==> src/rtl/cau_pkg.sv <==
package cau_pkg;
  localparam int REG_W  = 32;
  localparam int PTR_W  = 4;
  localparam int CFG_W  = 20;
  localparam int NCACHE = 3;

  typedef enum logic [1:0] {
    SEL_CMD = 2'd0,
    SEL_EXP = 2'd1,
    SEL_RDD = 2'd2,
    SEL_RSV = 2'd3
  } csel_e;

  typedef struct packed {
    logic [PTR_W-1:0] slice;
    logic [PTR_W-1:0] word;
  } ptr_t;

  // packed order places fields at their register bit positions
  typedef struct packed {
    ptr_t  rd;
    logic  is_read;
    logic  auto_inc;
    csel_e target;
    ptr_t  wr;
  } cfg_t;

  // slice-major step: slices of a word first, then the next word
  function automatic ptr_t ptr_step(ptr_t cur, logic [PTR_W-1:0] last_slice,
                                    logic [PTR_W-1:0] last_word);
    ptr_t nxt;
    nxt = cur;
    if (cur.slice >= last_slice) begin
      nxt.slice = '0;
      nxt.word  = (cur.word >= last_word) ? '0 : cur.word + 1'b1;
    end else begin
      nxt.slice = cur.slice + 1'b1;
    end
    return nxt;
  endfunction

  function automatic logic [REG_W-1:0] cfg_to_reg(cfg_t c);
    return {{(REG_W-CFG_W){1'b0}}, c};
  endfunction
endpackage

==> src/rtl/cau_ctrl_reg.sv <==
module cau_ctrl_reg
  import cau_pkg::*;
(
  input  logic             clk,
  input  logic             rst_n,
  input  logic             sw_we,
  input  logic [REG_W-1:0] sw_wdata,
  input  logic             step_wr,
  input  logic             step_rd,
  input  ptr_t             ptr_next,
  output cfg_t             cfg
);
  always_ff @(posedge clk) begin
    if (!rst_n) begin
      cfg <= '0;
    end else if (sw_we) begin
      cfg <= cfg_t'(sw_wdata[CFG_W-1:0]);
    end else begin
      if (step_wr) cfg.wr <= ptr_next;
      if (step_rd) cfg.rd <= ptr_next;
    end
  end
endmodule

==> src/rtl/cau_ptr_step.sv <==
module cau_ptr_step
  import cau_pkg::*;
#(
  parameter int CMD_WORDS  = 16,
  parameter int CMD_SLICES = 4,
  parameter int EXP_WORDS  = 16,
  parameter int EXP_SLICES = 2,
  parameter int RDD_WORDS  = 16,
  parameter int RDD_SLICES = 2
) (
  input  ptr_t  cur,
  input  csel_e target,
  output ptr_t  nxt
);
  localparam int WORDS  [NCACHE] = '{CMD_WORDS, EXP_WORDS, RDD_WORDS};
  localparam int SLICES [NCACHE] = '{CMD_SLICES, EXP_SLICES, RDD_SLICES};

  ptr_t cand [NCACHE];

  for (genvar g = 0; g < NCACHE; g++) begin : g_cand
    assign cand[g] = ptr_step(cur, PTR_W'(SLICES[g] - 1), PTR_W'(WORDS[g] - 1));
  end

  always_comb begin
    case (target)
      SEL_CMD: nxt = cand[0];
      SEL_EXP: nxt = cand[1];
      SEL_RDD: nxt = cand[2];
      default: nxt = cur;
    endcase
  end
endmodule

==> src/rtl/cau_rdata_win.sv <==
module cau_rdata_win
  import cau_pkg::*;
#(
  parameter int DW = 32
) (
  input  logic                      clk,
  input  logic                      rst_n,
  input  logic                      rd_fire,
  input  csel_e                     target,
  input  logic [NCACHE-1:0][DW-1:0] src,
  output logic [DW-1:0]             dat_rdata
);
  logic [DW-1:0] picked;

  always_comb begin
    case (target)
      SEL_CMD: picked = src[0];
      SEL_EXP: picked = src[1];
      SEL_RDD: picked = src[2];
      default: picked = '0;
    endcase
  end

  always_ff @(posedge clk) begin
    if (!rst_n)       dat_rdata <= '0;
    else if (rd_fire) dat_rdata <= picked;
  end
endmodule

==> src/rtl/cache_addr_unit.sv <==
module cache_addr_unit
  import cau_pkg::*;
#(
  parameter int DW         = 32,
  parameter int CMD_WORDS  = 16,
  parameter int CMD_SLICES = 4,
  parameter int EXP_WORDS  = 16,
  parameter int EXP_SLICES = 2,
  parameter int RDD_WORDS  = 16,
  parameter int RDD_SLICES = 2
) (
  input  logic          clk,
  input  logic          rst_n,
  input  logic          reg_wr_en,
  input  logic [31:0]   reg_wdata,
  output logic [31:0]   reg_rdata,
  input  logic          dat_acc,
  input  logic [DW-1:0] dat_wdata,
  output logic [DW-1:0] dat_rdata,
  output logic [2:0]    cache_cs,
  output logic          cache_we,
  output logic [3:0]    cache_word,
  output logic [3:0]    cache_slice,
  output logic [DW-1:0] cache_wdata,
  input  logic [DW-1:0] cmd_rdata,
  input  logic [DW-1:0] exp_rdata,
  input  logic [DW-1:0] rdd_rdata
);
  cfg_t cfg;
  ptr_t act_ptr;
  ptr_t ptr_next;

  // named internal events
  logic acc_valid;
  logic step_en;
  logic step_wr;
  logic step_rd;
  logic rd_fire;

  assign act_ptr   = cfg.is_read ? cfg.rd : cfg.wr;
  assign acc_valid = dat_acc && (cfg.target != SEL_RSV);
  assign step_en   = acc_valid && cfg.auto_inc && !reg_wr_en;
  assign step_wr   = step_en && !cfg.is_read;
  assign step_rd   = step_en && cfg.is_read;
  assign rd_fire   = dat_acc && cfg.is_read;

  cau_ctrl_reg u_reg (
    .clk      (clk),
    .rst_n    (rst_n),
    .sw_we    (reg_wr_en),
    .sw_wdata (reg_wdata),
    .step_wr  (step_wr),
    .step_rd  (step_rd),
    .ptr_next (ptr_next),
    .cfg      (cfg)
  );

  cau_ptr_step #(
    .CMD_WORDS (CMD_WORDS), .CMD_SLICES (CMD_SLICES),
    .EXP_WORDS (EXP_WORDS), .EXP_SLICES (EXP_SLICES),
    .RDD_WORDS (RDD_WORDS), .RDD_SLICES (RDD_SLICES)
  ) u_step (
    .cur    (act_ptr),
    .target (cfg.target),
    .nxt    (ptr_next)
  );

  cau_rdata_win #(.DW(DW)) u_win (
    .clk       (clk),
    .rst_n     (rst_n),
    .rd_fire   (rd_fire),
    .target    (cfg.target),
    .src       ({rdd_rdata, exp_rdata, cmd_rdata}),
    .dat_rdata (dat_rdata)
  );

  assign reg_rdata   = cfg_to_reg(cfg);
  assign cache_cs    = acc_valid ? (3'b001 << cfg.target) : 3'b000;
  assign cache_we    = acc_valid && !cfg.is_read;
  assign cache_word  = act_ptr.word;
  assign cache_slice = act_ptr.slice;
  assign cache_wdata = dat_wdata;
endmodule

==> config.mk <==
export PLATFORM = sky130hd
export DESIGN_NAME = cache_addr_unit
export DESIGN_NICKNAME = d
export VERILOG_FILES = /design/src/rtl/cau_pkg.sv /design/src/rtl/cau_ctrl_reg.sv /design/src/rtl/cau_ptr_step.sv /design/src/rtl/cau_rdata_win.sv /design/src/rtl/cache_addr_unit.sv
export SDC_FILE = /design/constraint.sdc
export NUM_CORES = 1
export LEC_CHECK = 0
export BUFFER_PORTS_ARGS = -buffer_cell sky130_fd_sc_hd__buf_2
export CORE_AREA = 2 2 106 108
export DETAILED_ROUTE_END_ITERATION = 12
export DIE_AREA = 0 0 108 110
export GPL_TIMING_DRIVEN = 0
export PLACE_DENSITY = 0.69
export SLEW_MARGIN = 20
export SYNTH_ARGS = -nofsm -noshare
export SYNTH_HDL_FRONTEND = slang
export SYNTH_SLANG_ARGS = --single-unit
export TNS_END_PERCENT = 20
==> constraint.sdc <==
create_clock -name clk -period 3.12 [get_ports clk]
set_input_delay 0.624 -clock clk [delete_from_list [all_inputs] [get_ports clk]]
set_output_delay 0.624 -clock clk [all_outputs]
set_load 0.01 [all_outputs]
Word-level counts from Yosys, hierarchy flattened --
Cells that the tools add are included.
Operators by class: $add $sub $neg 2, order comparisons 3, equality and inequality tests 3, shift-type cells 1, mux-type cells 13, reductions and logical operators 13
Operators with widths (number):
- $pmux 32 s3 | 1
- $mux 8 | 5
- $mux 4 | 5
- $pmux 8 s2 | 1
- $add 4x1->4 const B | 2
- $logic_and 1x1->1 | 7
- $ge 4x1->1 const B | 1
- $ge 4x2->1 const B | 1
- $ge 4x4->1 const B | 1
- $reduce_bool 2->1 | 2
- $mux 3 | 1
- $shl 1x2->3 const A | 1
- $eq 2x1->1 const B | 1
- $eq 2x2->1 const B | 1
- $logic_not 1->1 | 2
- $logic_not 2->1 | 1
- $ne 2x2->1 const B | 1
- $reduce_or 2->1 | 1
Word-level totals: register bits 52, input port bits 164, output and inout port bits 108, logic and storage cells 43

Logic depth before layout (Yosys ltp) --
depth in word-level cells 7, mapped depth 10

By module --
Synthesis repeated with hierarchy kept, for this count alone.
Unflattened totals: cell total of the unflattened synthesis 411, area total of the unflattened synthesis 3595.9 um^2
By module, submodules not included:
- cau_rdata_win | instances 1, cells an instance 216, area each 1707.9 um^2, sequential area each 640.6 um^2
- cau_ctrl_reg | instances 1, cells an instance 83, area each 1034.7 um^2, sequential area each 400.4 um^2
- cache_addr_unit | instances 1, cells an instance 63, area each 523.0 um^2, sequential area each 0.0 um^2
- cau_ptr_step | instances 1, cells an instance 49, area each 330.3 um^2, sequential area each 0.0 um^2

Worst setup path after synthesis --
No wires, ideal clock.
kind flip-flop to flip-flop, start register, netlist name u_reg.cfg[11], end register, netlist name u_reg.cfg[13], setup time 122 ps, arrival 2296 ps, required time 2998 ps, setup slack 702 ps, stages on the path, launching flop included 11, buffers on the path 2, cell sequence dfxtp_1 -> buf_6 -> buf_2 -> mux2i_1 -> inv_1 -> ha_1 -> nand2b_1 -> a21oi_4 -> o22ai_1 -> a32o_1 -> o311a_1
RTL lines:
- $mux 8 (*) | line cache_addr_unit.sv:40 | assign act_ptr = cfg.is_read ? cfg.rd : cfg.wr;
- net cache_slice[0] | line cache_addr_unit.sv:23 | output logic [3:0] cache_slice,
- $ge 4x1->1 or $ge 4x2->1 (tied branches) | line cau_pkg.sv:33 | if (cur.slice >= last_slice) begin
- $mux 4 | line cau_pkg.sv:33
- $pmux 8 s2 (*) | line cau_ptr_step.sv:25 | case (target)
- $mux 8 (*) | line cau_ctrl_reg.sv:20 | if (step_rd) cfg.rd <= ptr_next;
- $mux 8 (*) | line cau_ctrl_reg.sv:16 | end else if (sw_we) begin
The timed path passes the listed nets; every way through them passes the cells marked *. The select of a mux whose other input is x is not followed. A chain may end at the register's enable or synchronous reset.

Final worst setup path --
start register, netlist name u_reg.cfg[8], end output port cache_cs[0]
Between the ends: cells in the longest elaborated chain, start to end 3
RTL lines:
- $ne 2x2->1 | line cache_addr_unit.sv:41 | assign acc_valid = dat_acc && (cfg.target != SEL_RSV);
- $logic_and 1x1->1 | line cache_addr_unit.sv:41
- $mux 3 (*) | line cache_addr_unit.sv:78 | assign cache_cs = acc_valid ? (3'b001 << cfg.target) : 3'b000;
- end: declaration | line cache_addr_unit.sv:20 | output logic [2:0] cache_cs,
Every way passes the cells marked *; elsewhere a longest branch is shown, timed or not.

==> run summary <==
In this run the power density over the cells is 346.6 nW/um^2. The tools report the DRC marker count from the first detailed-route iteration as 378. Launching element type of the critical path: a flip-flop. In this run the count of I/O pins placed on the die edge is 272. The longest clock path from root to sink contains 2 buffers.

The final setup slack of the worst path came out at 0.2290 ns. The startpoint identified for the worst register-to-register timing path is u_reg.cfg[11]$_SDFFE_PN0P_. The horizontal die dimension is 108 um, and the floorplan die area is 11880 um^2. For this design, the CTS-stage hold fixing added 0 buffers. In this run the register-to-register setup slack is 0.50 ns.

The total placed instance area came out at 4526 um^2. The net total in the final layout was 806. The number of setup buffers added after CTS is 0. The tool flagged a number of max-cap violations equal to 0. TritonCTS built the clock tree. Once placement completed, the tool counted placed cells totaling 766. CTS placed an instance of sky130_fd_sc_hd__clkbuf_8 at the clock tree root. The worst hold path begins at u_win.dat_rdata[8]$_SDFFE_PN0P_. The tools report the critical path startpoint as u_reg.cfg[8]$_SDFFE_PN0P_. The data required time of the worst path is 2.50 ns. Clock skew on the completed layout was measured at 0.004272 ns. After detailed routing, the average wire length per cell comes to 15.56 um. The type of the worst setup path was flip-flop to primary output.

The flow ran to the end, and the final reports show no timing, DRC or antenna violations. VDD sags by at most 0.1824 mV. For this run, the number of standard cells in the final layout without fillers is 774. The total area inside the core boundary comes to 10700 um^2. On the critical path, the stage with the largest delay is an instance of sky130_fd_sc_hd__clkbuf_1.

For this block, the routed nets add up to 12050 um of wire. The run gives 0 as the final hold violation count. The first global-routing pass estimated 17710 um of wire. The die height was 110 um; the count of input and output buffers was 214. Measured in cells, the most critical reg-to-reg path has a length of 10.

For the number of inserted diodes, the log shows 0. Dividing the final minimum period by the clock period gives 92.66%. Counting instances, the worst hold path has a depth of 2.

Clock-pin slew was measured on the worst setup and hold paths at 0.10 ns. The initial utilization of the core area, before any placement, comes to 30.27%. The share of the synthesized area in the top cell type works out to 32.15%.

Counting I/O delays and the setup requirement, the final critical path takes 2.891 ns. The mapped netlist covers 3238 um^2. In the routed design, unresolved DRC markers number 0. Most used flip-flop cell after synthesis: sky130_fd_sc_hd__dfxtp_1. In the final layout, the share of cells above drive strength 1 is 43.69%. By instance count, the cell type seen most on the critical path is sky130_fd_sc_hd__clkbuf_1. For the sum of overflow across all layers after global routing, the log shows 0. Slew at the pin closest to its max-slew limit: 0.6902 ns.

Of all flip-flops after synthesis, the portion carrying an async set or reset was 0%. At the end of routability-driven placement, the weighted congestion stood at 0.8162. The maximum cell stage delay along the critical path is 0.52 ns. Detailed placement finished with a half-perimeter wire length of 9653 um. The logs give 3592 for the number of global-route vias before repair and 32.15% for the sequential fraction of the synthesis area.

For the number of buffers added by the clock tree synthesis step, the log shows 5. Of all cell types, the one taking the most synthesized area is sky130_fd_sc_hd__dfxtp_1. By area the synthesized netlist is led by sky130_fd_sc_hd__dfxtp_1, sky130_fd_sc_hd__buf_4, sky130_fd_sc_hd__a222oi_1.

The endpoint of the worst register-to-register path was u_reg.cfg[13]$_SDFFE_PN0P_. The number of flip-flops and latches in the synthesized netlist was 52. STA classifies the critical path endpoint as a primary output. The static leakage was 2.285 nW; the max-slew violation count was 0. Entering global routing, the biggest net connects 16 pins. In this run the number of H-tree levels came out at 2. Of all nets on the critical path, the largest fanout is 10. Setup violations remaining at the end of the flow were counted as 0. The number of gates resized after CTS was 0. The logs give 0 for the number of warnings reported in the yosys synthesis log and 38 for the number of standard-cell rows in the floorplan.

The logs give 4618 um^2 for the final cell area excluding filler cells and 0.30 ns for the clock latency on the worst-skew pair. The post-synthesis area per instance is 8.075 um^2. Once detail routing completed, the nets flagged for antenna violations numbered 0. The final route contains 3926 vias.

Most frequent cell after synthesis: sky130_fd_sc_hd__dfxtp_1. The commonest cells after synthesis are sky130_fd_sc_hd__dfxtp_1, sky130_fd_sc_hd__nand2_1, sky130_fd_sc_hd__a21oi_1. CTS saw 52 sinks. Synthesis produced 401 cells. The worst hold path terminates at u_win.dat_rdata[8]$_SDFFE_PN0P_. Derived from the worst setup path, the maximum achievable clock frequency is 345.9 MHz. The critical path goes through inv_1, ha_1, clkbuf_1, clkbuf_1, and2_1, buf_2. The aggregate negative setup slack is 0 ns, and the area growth from synthesis to layout is 42.62%. The run gives 53.82% as the relative slew slack. In the routed layout, each cell is associated on average with a via count of 5.072. The synthesized design contains 0 enable-type register cells. The number of distinct standard cells referenced by the synthesized netlist is 43.

The tools report the signal arrival time at the worst endpoint as 2.27 ns. Type of the worst min-delay path: flip-flop to flip-flop. The number of antenna violations at the first check in global routing is 0, and the detailed-routing iteration count for the pre-antenna-repair pass is 8. The run gives 19.01% as the aggregate global-route resource usage. Setup repair after global routing left no endpoint under its margin. For the post-placement worst setup slack, the log shows 0.5248 ns.
through the flow:
stage	utilization, %	total power (W)	hold slack, ns
finish	43.17	0.001601	0.4528
global route	43.17	0.001698	0.4744
CTS	43.17	0.001618	0.4555
detailed placement	42.30	0.001212	0.4426
global placement	42.30	0.001202	0.4355
floorplan	-	0.001007	0.4761
worst max-delay path, delay by kind of cell (launching register included):
family	cells	cell delay, ns
fa+ha+maj	1	0.15
buf+inv	4	1.23
simple gates	1	0.21
flops	1	0.37
routing by layer:
metal	routed length, um	track usage (%)	vias to the layer above
met1	4903	22.68	1831
met5	0	0	-
li1	-	-	1886
met2	6003	34.82	205
met4	85	4.487	0
met3	1054	4.115	4
cell usage in the layout (no fill, tap or decap), types with 3 or more instances in the layout:
master	count
sky130_fd_sc_hd__mux2i_1	9
sky130_fd_sc_hd__inv_1	9
sky130_fd_sc_hd__a31oi_1	3
sky130_fd_sc_hd__or3_1	34
sky130_fd_sc_hd__conb_1	12
sky130_fd_sc_hd__o211ai_1	3
sky130_fd_sc_hd__a222oi_1	32
sky130_fd_sc_hd__nand3_1	7
sky130_fd_sc_hd__buf_2	215
sky130_fd_sc_hd__a2bb2oi_1	3
sky130_fd_sc_hd__buf_4	44
sky130_fd_sc_hd__a21oi_1	45
sky130_fd_sc_hd__clkbuf_1	33
sky130_fd_sc_hd__and2_1	3
sky130_fd_sc_hd__ha_1	9
sky130_fd_sc_hd__mux2_2	5
sky130_fd_sc_hd__a22o_1	3
sky130_fd_sc_hd__dfxtp_1	52
sky130_fd_sc_hd__nand2_1	51
sky130_fd_sc_hd__clkbuf_8	6
sky130_fd_sc_hd__o21ai_0	14
sky130_fd_sc_hd__nor2_1	10
kinds of logic (layout without fill, tap and decap cells):
logic type | Yosys count | count (layout) | synth area share, %
AO/OA/AOI/OAI | 118 | 118 | 25.85
flip-flops | 52 | 52 | 32.15
other | 1 | 12 | 0.1158
buffers and inverters | 89 | 311 | 15.69
AND/OR/NAND/NOR | 118 | 118 | 18.20
adder cells (fa/ha/maj) | 9 | 9 | 3.478
multiplexers | 14 | 14 | 4.521
sequential cells by signal, indices dropped and copies added, names as in the netlist:
name and cells:
u_reg.cfg 20, u_win.dat_rdata 32
power breakdown:
group	internal, W	switching (W)
combinational	0.000229	0.000256
sequential	0.000693	0.0000206
clock	0.000178	0.000225
worst max path at each step:
stage,endpoint,slack [ns],cells past startpoint
detailed placement,cache_cs[0],0.52,6
global route,cache_cs[0],0.02,6
finish,cache_cs[0],0.23,6
global placement,cache_cs[0],0.55,6
floorplan,u_reg.cfg[13]$_SDFFE_PN0P_,0.70,10
CTS,cache_cs[0],0.19,6
area by class of cell:
| type | count | area (um^2) |
|---|---|---|
| buffer | 79 | 470.5 |
| timing repair buffer | 214 | 1071 |
| clock buffer | 6 | 82.58 |
| inverter | 10 | 37.54 |
| sequential | 52 | 1041 |
| tap | 140 | 175.2 |
| multi-input combinational | 271 | 1730 |
| fill | 1138 | 6080 |
| clock inverter | 2 | 10.01 |
Power figures use the tool's default switching activity.
